<file path="config.mk">
export PLATFORM = sky130hd
export DESIGN_NAME = hsl_fmt
export DESIGN_NICKNAME = d
export VERILOG_FILES = /design/src/rtl/hsl_pkg.sv /design/src/rtl/hsl_decode.sv /design/src/rtl/hsl_agen.sv /design/src/rtl/hsl_stlane.sv /design/src/rtl/hsl_ldext.sv /design/src/rtl/hsl_fmt.sv
export SDC_FILE = /design/constraint.sdc
export NUM_CORES = 1
export LEC_CHECK = 0
export BUFFER_PORTS_ARGS = -buffer_cell sky130_fd_sc_hd__buf_2
export CORE_MARGIN = 2
export CORE_UTILIZATION = 37
export CTS_CLUSTER_SIZE = 40
export DETAILED_ROUTE_END_ITERATION = 6
export PLACE_DENSITY_LB_ADDON = 0.2
export SLEW_MARGIN = 40
export SYNTH_ARGS = -nofsm -noshare
export SYNTH_HDL_FRONTEND = slang
export SYNTH_SLANG_ARGS = --single-unit
</file>
<file path="constraint.sdc">
create_clock -name clk -period 2.08 [get_ports clk]
set_input_delay 0.416 -clock clk [delete_from_list [all_inputs] [get_ports clk]]
set_output_delay 0.416 -clock clk [all_outputs]
set_load 0.05 [all_outputs]
</file>
<file path="src/rtl/hsl_pkg.sv">
package hsl_pkg;
  localparam int unsigned INSTR_W = 32;

  typedef enum logic [1:0] {
    DK_RSVD  = 2'b00,
    DK_UHALF = 2'b01,
    DK_SBYTE = 2'b10,
    DK_SHALF = 2'b11
  } dkind_e;

  typedef struct packed {
    logic   pre;
    logic   up;
    logic   wbk;
    logic   load;
    dkind_e kind;
  } hsl_ctl_t;
endpackage

</file>
<file path="src/rtl/hsl_decode.sv">
module hsl_decode
  import hsl_pkg::*;
#(
  parameter int unsigned XLEN = 32
) (
  input  logic [INSTR_W-1:0] instr,
  input  logic [XLEN-1:0]    roff,
  output hsl_ctl_t           ctl,
  output logic [XLEN-1:0]    off,
  output logic               bad
);
  logic       imm_sel;
  logic [7:0] imm8;

  always_comb begin
    imm_sel  = instr[22];
    imm8     = {instr[11:8], instr[3:0]};
    ctl.pre  = instr[24];
    ctl.up   = instr[23];
    ctl.wbk  = instr[21];
    ctl.load = instr[20];
    ctl.kind = dkind_e'(instr[6:5]);
    off      = imm_sel ? XLEN'(imm8) : roff;
    bad      = (instr[27:25] != 3'b000) || !instr[7] || !instr[4]
            || (instr[6:5] == 2'b00) || (!instr[20] && instr[6])
            || (!imm_sel && (instr[11:8] != 4'h0));
  end
endmodule

</file>
<file path="src/rtl/hsl_agen.sv">
module hsl_agen #(
  parameter int unsigned XLEN = 32
) (
  input  logic [XLEN-1:0] base,
  input  logic [XLEN-1:0] off,
  input  logic            pre,
  input  logic            up,
  output logic [XLEN-1:0] addr,
  output logic [XLEN-1:0] upd
);
  always_comb begin
    upd  = up ? (base + off) : (base - off);
    addr = pre ? upd : base;
  end
endmodule

</file>
<file path="src/rtl/hsl_stlane.sv">
module hsl_stlane #(
  parameter int unsigned XLEN = 32
) (
  input  logic [$clog2(XLEN/8)-1:0] lane,
  input  logic [XLEN-1:0]           src,
  output logic [XLEN/8-1:0]         be_half,
  output logic [XLEN-1:0]           data
);
  localparam int unsigned NB     = XLEN / 8;
  localparam int unsigned LANE_W = $clog2(NB);
  localparam int unsigned NHALF  = XLEN / 16;

  for (genvar g = 0; g < NHALF; g++) begin : g_rep
    assign data[g*16 +: 16] = src[15:0];
  end

  assign be_half = NB'(3) << {lane[LANE_W-1:1], 1'b0};
endmodule

</file>
<file path="src/rtl/hsl_ldext.sv">
module hsl_ldext
  import hsl_pkg::*;
#(
  parameter int unsigned XLEN = 32
) (
  input  logic [XLEN-1:0]           word,
  input  logic [$clog2(XLEN/8)-1:0] lane,
  input  dkind_e                    kind,
  input  logic                      en,
  output logic [XLEN-1:0]           res
);
  localparam int unsigned LANE_W = $clog2(XLEN/8);

  logic [XLEN-1:0] byte_sh;
  logic [XLEN-1:0] half_sh;
  logic [7:0]      b8;
  logic [15:0]     h16;

  always_comb begin
    byte_sh = word >> {lane, 3'b000};
    half_sh = word >> {lane[LANE_W-1:1], 4'b0000};
    b8      = byte_sh[7:0];
    h16     = half_sh[15:0];
    res     = '0;
    if (en) begin
      unique case (kind)
        DK_SBYTE: res = {{(XLEN-8){b8[7]}}, b8};
        DK_UHALF: res = {{(XLEN-16){1'b0}}, h16};
        DK_SHALF: res = {{(XLEN-16){h16[15]}}, h16};
        default:  res = '0;
      endcase
    end
  end
endmodule

</file>
<file path="src/rtl/hsl_fmt.sv">
module hsl_fmt
  import hsl_pkg::*;
#(
  parameter int unsigned XLEN = 32
) (
  input  logic                clk,
  input  logic                rst_n,
  input  logic                in_vld,
  input  logic [INSTR_W-1:0]  instr,
  input  logic [XLEN-1:0]     base,
  input  logic [XLEN-1:0]     roff,
  input  logic [XLEN-1:0]     st_src,
  input  logic [XLEN-1:0]     mem_rdata,
  output logic                out_vld,
  output logic [XLEN-1:0]     addr,
  output logic                wb_en,
  output logic [XLEN-1:0]     wb_data,
  output logic [XLEN-1:0]     ld_data,
  output logic [XLEN/8-1:0]   st_be,
  output logic [XLEN-1:0]     st_data,
  output logic                misalign,
  output logic                illegal
);
  localparam int unsigned NB     = XLEN / 8;
  localparam int unsigned LANE_W = $clog2(NB);

  hsl_ctl_t        ctl;
  logic [XLEN-1:0] off;
  logic            bad;
  logic [XLEN-1:0] addr_n, upd_n, std_n;
  logic [NB-1:0]   beh_n;

  logic            mis_n, fault_n, wben_n, ldk_n;
  logic [NB-1:0]   be_n;

  logic            vld_q, wben_q, mis_q, ill_q, ldk_q;
  logic [XLEN-1:0] addr_q, upd_q, std_q;
  logic [NB-1:0]   be_q;
  dkind_e          kind_q;

  hsl_decode #(.XLEN(XLEN)) u_dec (
    .instr (instr), .roff (roff), .ctl (ctl), .off (off), .bad (bad)
  );

  hsl_agen #(.XLEN(XLEN)) u_agen (
    .base (base), .off (off), .pre (ctl.pre), .up (ctl.up),
    .addr (addr_n), .upd (upd_n)
  );

  hsl_stlane #(.XLEN(XLEN)) u_st (
    .lane (addr_n[LANE_W-1:0]), .src (st_src), .be_half (beh_n), .data (std_n)
  );

  // next-state
  always_comb begin
    mis_n   = !bad && ctl.kind[0] && addr_n[0];
    fault_n = bad || mis_n;
    wben_n  = !fault_n && (ctl.pre ? ctl.wbk : 1'b1);
    be_n    = (!fault_n && !ctl.load) ? beh_n : '0;
    ldk_n   = !fault_n && ctl.load;
  end

  // registers, clock-enabled by in_vld
  always_ff @(posedge clk or negedge rst_n) begin
    if (!rst_n) begin
      vld_q  <= 1'b0;
      wben_q <= 1'b0;
      mis_q  <= 1'b0;
      ill_q  <= 1'b0;
      ldk_q  <= 1'b0;
      addr_q <= '0;
      upd_q  <= '0;
      std_q  <= '0;
      be_q   <= '0;
      kind_q <= DK_RSVD;
    end else begin
      vld_q <= in_vld;
      if (in_vld) begin
        wben_q <= wben_n;
        mis_q  <= mis_n;
        ill_q  <= bad;
        ldk_q  <= ldk_n;
        addr_q <= addr_n;
        upd_q  <= upd_n;
        std_q  <= std_n;
        be_q   <= be_n;
        kind_q <= ctl.kind;
      end
    end
  end

  hsl_ldext #(.XLEN(XLEN)) u_ld (
    .word (mem_rdata), .lane (addr_q[LANE_W-1:0]), .kind (kind_q),
    .en (ldk_q), .res (ld_data)
  );

  assign out_vld  = vld_q;
  assign addr     = addr_q;
  assign wb_en    = wben_q & vld_q;
  assign wb_data  = upd_q;
  assign st_be    = vld_q ? be_q : '0;
  assign st_data  = std_q;
  assign misalign = mis_q;
  assign illegal  = ill_q;
endmodule

</file>
# After elaboration in Yosys (flattened, before gate mapping)
# Index checks and enable logic that the tools add are counted.
dict set report classes {
  n_addsub 2
  eq_ne 3
  n_shift 3
  muxes 8
  n_bitwise 1
  reduce_logical 22
}
# cell count
set ops {}
lappend ops {{32-bit two-way mux} 4}
lappend ops {{32-bit case mux with 3 select lines} 1}
lappend ops {{32-bit adder} 1}
lappend ops {{32-bit by 5-bit right shift with 16-bit output} 1}
lappend ops {{32-bit by 5-bit right shift with 8-bit output} 1}
lappend ops {{32-bit subtractor} 1}
lappend ops {{4-bit two-way mux} 2}
lappend ops {{1-bit logical AND} 7}
lappend ops {{1-bit logical NOT} 6}
lappend ops {{1-bit logical OR} 6}
lappend ops {{2-bit equality test (second input constant)} 2}
lappend ops {{4-bit nonzero test} 1}
lappend ops {{2-bit by 2-bit left shift with 4-bit output (first input constant)} 1}
lappend ops {{3-bit nonzero test} 1}
lappend ops {{2-bit by 1-bit equality test with 1-bit output (second input constant)} 1}
lappend ops {{2-bit logical NOT} 1}
lappend ops {{1-bit bitwise AND} 1}
lappend ops {{1-bit two-way mux} 1}
dict set report word_totals {
  regBits 107
  inputBits 163
  output_inout_bits 136
  word_cells 49
}

# Depth between registers and ports, before layout
# Gate-level depths: netlist (run 1).
dict set report logic_depth {
  word_depth 13
  ltp_mapped 22
  ltp_nobuf 19
}

# By module
# Synthesis (run 1) repeated with hierarchy kept, for this count alone.
dict set report unflattened {
  cells_unflattened 831
  hier_area_um2 8226.6
}
# module instances cells_each area_per_inst_um2 seq_area_each_um2
set modules_own_cells {}
lappend modules_own_cells {hsl_fmt 1 244 4033.9 2677.6}
lappend modules_own_cells {hsl_agen 1 419 2919.0 0.0}
lappend modules_own_cells {hsl_ldext 1 86 625.6 0.0}
lappend modules_own_cells {hsl_decode 1 46 381.6 0.0}
lappend modules_own_cells {hsl_stlane 1 36 266.5 0.0}

# Worst setup path before layout (run 1)
# OpenSTA, ideal clock, no wires.
dict set report synth_timing {
  kind {input -> register}
  startpoint {input port instr[22]}
  endpoint {register upd_q[30] (netlist: wb_data[30])}
  setup_time_ns 0.125
  arrival_time_ns 4.537
  required_ns 1.955
  setup_slack_ns -2.582
  stages 21
  path_buffers 3
  path_cell_list {buf_2 -> buf_1 -> buf_1 -> mux2i_1 -> ha_1 -> nand2_1 -> nor2_1 -> o21a_1 -> o21a_1 -> nor2_1 -> o31ai_1 -> a31oi_1 -> ha_1 -> and2_1 -> a221o_1 -> a31o_2 -> o21ai_1 -> a21oi_1 -> a31oi_1 -> xnor2_1 -> mux2_2}
}
dict set report synth_between {
  elab_chain_cells 3
  elab_cells_between_ends 4
  cone_classes {add/sub: 2; mux: 2}
}
# item line_no
set synth_lines {}
lappend synth_lines {{start, declared} hsl_fmt.sv:9} ;# input logic [INSTR_W-1:0] instr,
lappend synth_lines {{32-bit two-way mux (*)} hsl_decode.sv:23} ;# off = imm_sel ? XLEN'(imm8) : roff;
lappend synth_lines {{32-bit subtractor or 32-bit adder (tied branches)} hsl_agen.sv:12} ;# upd = up ? (base + off) : (base - off);
lappend synth_lines {{32-bit two-way mux (*)} hsl_agen.sv:12}
lappend synth_lines {{end signal, assigned} hsl_fmt.sv:84} ;# upd_q <= upd_n;
lappend synth_lines {{end, declared} hsl_fmt.sv:37} ;# logic [XLEN-1:0] addr_q, upd_q, std_q;
# Every way passes the cells marked *; elsewhere a longest branch is shown, timed or not.
# A chain may end at the register's enable or synchronous reset.

# Final worst setup path (run 1)
dict set report layout_timing {
  startpoint {input port instr[22]}
  endpoint {register upd_q[21] (netlist: wb_data[21])}
}
# The elaborated chain is that of the path after synthesis.

==> flow_metrics.py, run 1 <==
metrics = {
    "critical_path": {
        "path_max_fanout": 7,
        "start_kind": "primary input",
        "end_kind": "flop",
        "path_buf_inv": 5,
        "path_cells": "buf_12, buf_12, mux2i_4, ha_4, nand2_4, nor2_4, buf_6, or2_4, nand2_4, o21ai_2, a31oi_1, ha_1, a21oi_2, nand2_1, nor2_1, a21o_2, a311oi_2, a221o_1, buf_4, buf_6, xor2_2, mux2_4",
        "crit_family": "compound AO/OA/AOI/OAI gates",
        "required_ns": 2.32,
        "critPathMaxStageDelay_ns": 0.39,
        "crit_arrival_ns": 3.90,
        "setup.worst_path.class": "primary input to flop",
        "cpMaxStageDelayCell": "a221o_1",
    },
    "global_route": {
        "first_global_vias": 7541,
        "grt_util_all_layers": 0.2383,
        "grt_use_met1": 0.3067,
        "overflow": 0,
        "grtUsageMet2": 0.4200,
        "grt_max_degree": 48,
        "grt_pass1_wl_um": 37980,
        "met3_usage": 0.03577,
        "grt-busiest-layer": "met2",
        "antenna_found_initial": 1,
    },
    "finish": {
        "mostFrequentLayoutCells": "buf_2, buf_4, dfrtp_1",
        "area_growth_pct": 79.25,
        "mostFrequentLayoutCell": "buf_2",
        "nets": 1461,
        "post-route-util": 0.6725,
        "antenna_cells": 0,
        "drive_gt1_frac": 0.6247,
    },
    "hold_path": {
        "min_path_type": "primary input to flop",
    },
    "clocking": {
        "clkLatencyLatePin_ns": 0.35,
        "numCtsBuffers": 9,
        "cts_buffer_depth": 2,
        "cts_tree": "built",
        "cts.sinks": 89,
        "htreeDepth": 3,
        "ctsRootBufferMaster": "clkbuf_16",
        "path_clk_slew_ns": 0.07,
    },
    "placement": {
        "place.gp.congestion": 0.8677,
        "port_buffers": 270,
        "dp_hpwl_um": 18510,
    },
    "detailed_routing": {
        "totalWireLength_um": 26030,
        "drc": 0,
        "drtIter0Drc": 404,
        "vias_per_cell": 5.174,
        "first_pass_iters": 5,
        "wire_per_inst_um": 17.39,
        "postRouteAntennaNets": 0,
        "vias": 7746,
    },
    "power": {
        "p_sw_frac": 0.4406,
        "p_total_mw": 9.630,
        "powerDensity_nw_per_um2": 768.1,
        "internal_power_mw": 5.387,
        "p_comb_frac": 0.561,
        "p_leak_nw": 6.000,
        "p_clk_frac": 0.195,
        "ir_drop_uv": 425.5,
        "p_seq_frac": 0.244,
        "switching_power_mw": 4.242,
    },
    "synth": {
        "syn-cell-area_um2": 6994,
        "synth.distinct_cells": 63,
        "dominantRegCellSynth": "dfrtp_1",
        "ys_seq_elements": 89,
        "synth_cells": 777,
        "syn_area_per_cell_um2": 9.002,
        "async_flop_share": 1.000,
        "synth_edf_count": 0,
        "ys_seq_area_frac": 0.3184,
        "syn_nets": 980,
        "yosys_warnings": 0,
    },
    "timing": {
        "rsz0062_at_grt": "true",
        "skew_ns": 0,
        "slew_headroom": 0.5997,
        "clock.fmax_ghz": 0.2732,
        "drv_slew": 0,
        "finalSetupViolations": 90,
        "hold_viol_final": 0,
        "fin_hold_ws_ns": 0.2875,
        "worst_pin_slew_ns": 0.5998,
        "fin_crit_sh": 1.759,
        "final.setup.tns_ns": -77.75,
        "fin_ws_ns": -1.580,
        "fin_crit_ns": 3.660,
    },
    "flow_run": {
        "cap_violations": 0,
    },
    "die": {
        "start_util": 0.3752,
        "die_area_um2": 20020,
        "coreArea_um2": 18640,
        "die_w_um": 141.5,
        "die-height_um": 141.5,
        "io_pins": 299,
        "floorplan.rows": 50,
    },
    "status": {
        "violations": "negative setup slack",
        "status": "finished with violations",
    },
}
-- registers in the layout (all words and copies together), names as in the netlist --
signal,cells
addr,32
be_q,2
illegal,1
kind_q,2
ldk_q,1
misalign,1
out_vld,1
st_data,16
wb_data,32
wben_q,1
-- what timing repair did --
item                                    4_1_cts  5_1_grt
gates resized for setup                     233      127
endpoints found under the hold margin        19        0
gates cloned                                  2        0
endpoints found under the setup margin       94       93
hold buffers                                  1        0
setup buffers                                43       30
pin swaps                                    85       70
-- cells in the mapped netlist, types with 4 or more instances --
cell type	number	area, um2
a31oi_1	15	93.84
nand2_1	44	165.2
a211oi_1	4	30.03
nor2_1	75	281.5
or2_2	5	31.28
a221o_1	4	40.04
mux2_2	56	630.6
o21ai_0	24	120.1
nand2b_1	11	68.82
clkbuf_1	28	105.1
nor3_1	23	115.1
buf_1	5	18.77
inv_1	15	56.30
mux2i_1	41	410.4
xnor2_1	35	306.5
nor3b_1	7	52.55
a21boi_0	10	75.07
nor4_1	6	37.54
a21oi_1	73	365.4
buf_4	33	247.7
o21bai_1	6	45.04
o22ai_1	6	37.54
xor2_1	9	78.83
ha_1	39	488.0
o21a_1	5	37.54
a21o_1	17	127.6
dfrtp_1	89	2227
nand3_1	9	45.04
nor2b_1	12	75.07
and2_1	15	93.84
-- per-layer routing --
| metal | vias to the layer above | wire length [um] |
|---|---|---|
| met1 | 3715 | 11130 |
| met2 | 255 | 13090 |
| met3 | 32 | 1356 |
| met4 | 2 | 446 |
| li1 | 3742 | - |
| met5 | - | 13 |
-- power groups by stage --
stage / clock (mW) / combinational (mW) / sequential [mW]
global route: 1.99 / 5.70 / 2.39
finish: 1.88 / 5.41 / 2.35
CTS: 1.92 / 5.07 / 2.34
floorplan: 0 / 1.68 / 3.68
detailed placement: 0 / 4.48 / 2.37
global placement: 0 / 4.44 / 2.36
-- through the flow --
stage	cells	instance area, um2	setup slack, ns
finish	1497	12540	-1.580
CTS	1474	11780	-1.481
floorplan	777	7416	-1.868
detailed placement	1415	10100	-2.232
global placement	1415	10100	-2.166
global route	1497	12540	-1.698
-- area by class of cell --
class | count | area (um2)
well taps | 234 | 292.8
repair buffers | 536 | 3969
fillers | 1432 | 6106
multi-input cells | 606 | 5650
inverters | 16 | 60.06
clock buffers | 10 | 239.0
clock inverters | 6 | 96.34
flip-flops and latches | 89 | 2230
-- cells by family (layout without fill, tap and decap cells) --
logic type | count (synthesis) | after routing | synth area share
mux | 97 | 97 | 0.1488
simple gates | 226 | 227 | 0.1590
xor+xnor | 44 | 44 | 0.05510
buf+inv | 83 | 568 | 0.06243
flops | 89 | 89 | 0.3184
compound gates | 198 | 198 | 0.1835
fa+ha+maj | 40 | 40 | 0.07263
-- worst paths after layout --
| check | startpoint | to | slack [ns] | cells after the start |
|---|---|---|---|---|
| worst max-delay path | instr[22] | wb_data[21] | -1.58 | 22 |
| worst min-delay path | st_src[15] | st_data[15] | 0.29 | 2 |
| worst max register to register | kind_q[0] | kind_q[0] | 1.12 | 2 |
| worst min register to register | addr[28] | addr[28] | 0.48 | 1 |
| max in group asynchronous | rst_n | addr[1] | 1.04 | 3 |
| min in group asynchronous | rst_n | addr[24] | 0.50 | 2 |
Power figures use the tool's default switching activity.
==> run 2, diff against run 1 <==
Settings changed: CELL_PAD_IN_SITES_DETAIL_PLACEMENT set to 1, CELL_PAD_IN_SITES_GLOBAL_PLACEMENT set to 2, CORE_UTILIZATION 37 to 25.
==> run 2 against run 1 <==
- the flow still finishes with violations (negative setup slack)
- wire length increased by 15%
- via count is 0.77% higher
- global-route usage is 4.6 points lower
- hold slack got worse by 0.27 ns
- cell count grew 10%
- clock-buffer cell count stayed put
- die area rose by 47%
- sequential share of layout area decreased by 0.40 points
- non-clock buffer count is 9 higher
- power grew 1.1%
- largest cell class unchanged
==> flow_metrics.py, run 2 (synthesis results as in run 1) <==
metrics = {
    "status": {
        "status": "finished with violations",
        "violations": "negative setup slack",
    },
    "die": {
        "coreArea_um2": 27630,
        "io_pins": 299,
        "start_util": 0.2531,
        "floorplan.rows": 61,
        "die_area_um2": 29330,
        "die-height_um": 171.3,
        "die_w_um": 171.3,
    },
    "power": {
        "ir_drop_uv": 407.5,
        "p_leak_nw": 6.050,
        "p_total_mw": 9.735,
        "powerDensity_nw_per_um2": 758.9,
    },
    "global_route": {
        "overflow": 0,
        "grt_max_degree": 62,
        "grt_util_all_layers": 0.1925,
        "antenna_found_initial": 1,
        "grt_pass1_wl_um": 44050,
        "first_global_vias": 8181,
    },
    "finish": {
        "post-route-util": 0.4643,
        "mostFrequentLayoutCells": "buf_2, buf_4, dfrtp_1",
        "finalNonFillerCells": 1651,
        "mostFrequentLayoutCell": "buf_2",
        "final_cell_area_um2": 12830,
        "drive_gt1_frac": 0.6274,
        "area_growth_pct": 83.42,
        "nets": 1470,
    },
    "detailed_routing": {
        "wire_per_inst_um": 18.11,
        "vias_per_cell": 4.728,
        "wl_met2_um": 15040,
        "totalWireLength_um": 29900,
        "wirelength_met1_um": 13030,
        "drc": 0,
        "highest-signal-layer": "met4",
        "drtIter0Drc": 161,
        "postRouteAntennaNets": 0,
        "first_pass_iters": 4,
        "met3RoutedLength_um": 1393,
        "vias": 7806,
    },
    "timing": {
        "worst_pin_slew_ns": 0.5063,
        "finalSetupViolations": 91,
        "final.setup.tns_ns": -78.66,
        "fin_crit_sh": 1.783,
        "drv_slew": 0,
        "slew_headroom": 0.6621,
        "fin_hold_ws_ns": 0.01673,
        "fin_crit_ns": 3.709,
        "fin_ws_ns": -1.629,
        "clock.fmax_ghz": 0.2697,
        "hold_viol_final": 0,
        "rsz0062_at_grt": "true",
        "skew_ns": 0,
    },
    "critical_path": {
        "setup.worst_path.class": "primary input to flop",
        "r2r_slack_ns": 1.09,
        "critPathCapture": "wb_data[21]",
        "path_max_fanout": 4,
        "required_ns": 2.31,
        "reg2reg_depth": 2,
        "crit_arrival_ns": 3.93,
        "crit_path_start": "roff[9]",
        "start_kind": "primary input",
        "r2r_start": "kind_q[0]",
        "rr_endpoint": "kind_q[0]",
        "end_kind": "flop",
    },
    "clocking": {
        "ctsRootBufferMaster": "clkbuf_16",
        "numCtsBuffers": 9,
        "cts_buffer_depth": 2,
        "cts.sinks": 89,
        "cts_tree": "built",
        "clkLatencyLatePin_ns": 0.34,
        "path_clk_slew_ns": 0.08,
        "htreeDepth": 3,
    },
    "placement": {
        "dpl_cell_area_um2": 10420,
        "pre_cts_slack_ns": -2.294,
        "dp_hpwl_um": 22350,
        "dp.cells": 1574,
        "port_buffers": 270,
        "place.gp.congestion": 0.8032,
    },
    "hold_path": {
        "min_path_type": "primary input to async pin",
    },
    "flow_run": {
        "cap_violations": 0,
    },
}
run 2: cell count changes in the layout (fill, tap and decap cells not counted), sizes merged:
cell	previous run	this run
dlygate4sd3	1	0
buf	535	545
diode	0	1
run 2: worst min path at each step:
| stage | startpoint | to | slack, ns | depth (start not counted) |
|---|---|---|---|---|
| after floorplan | rst_n | addr[0] | 0.12 | 0 |
| after global placement | rst_n | addr[5] | 0.39 | 1 |
| after detailed placement | rst_n | addr[5] | 0.39 | 1 |
| after CTS | rst_n | addr[5] | 0.006 | 1 |
| after global routing | rst_n | addr[5] | 0.03 | 1 |
| final | rst_n | wb_data[13] | 0.02 | 1 |
run 2: power breakdown:
group / switching (mW) / total, mW / internal, mW
combinational: 3.29 / 5.50 / 2.22
clock: 0.775 / 1.88 / 1.10
sequential: 0.241 / 2.35 / 2.11
run 2: final cells by class:
cell class	instances	area [um2]
diodes	1	2.502
fillers	3176	14800
flip-flops and latches	89	2230
repair buffers	545	4104
multi-input cells	606	5623
clock buffers	10	239.0
clock inverters	6	96.34
well taps	378	473.0
inverters	16	61.31
run 2: critical path: stages:
cell     delay [ns]
buf_2          0.10
or4_4          0.57
o31ai_4        0.29
and4b_2        0.32
nor2_2         0.05
o22ai_1        0.20
a31oi_2        0.09
ha_4           0.28
buf_6          0.13
and2_4         0.13
buf_6          0.11
and3_1         0.17
a221o_1        0.39
buf_4          0.16
buf_6          0.11
xor2_2         0.17
mux2_4         0.25
run 2: repair_timing:
item                                    CTS  global route
hold buffers                              0             0
buffers inserted                         41            27
gates resized for setup                 265            90
endpoints found under the setup margin   95            95
pin swaps                                98            54
cloned                                    2             0
endpoints found under the hold margin     0             0
run 2: layer usage:
layer | vias up | global-route usage
li1 | 3746 | -
met1 | 3809 | 0.2407
met2 | 222 | 0.3505
met3 | 29 | 0.02715
met4 | 0 | 0.04164
met5 | - | 0
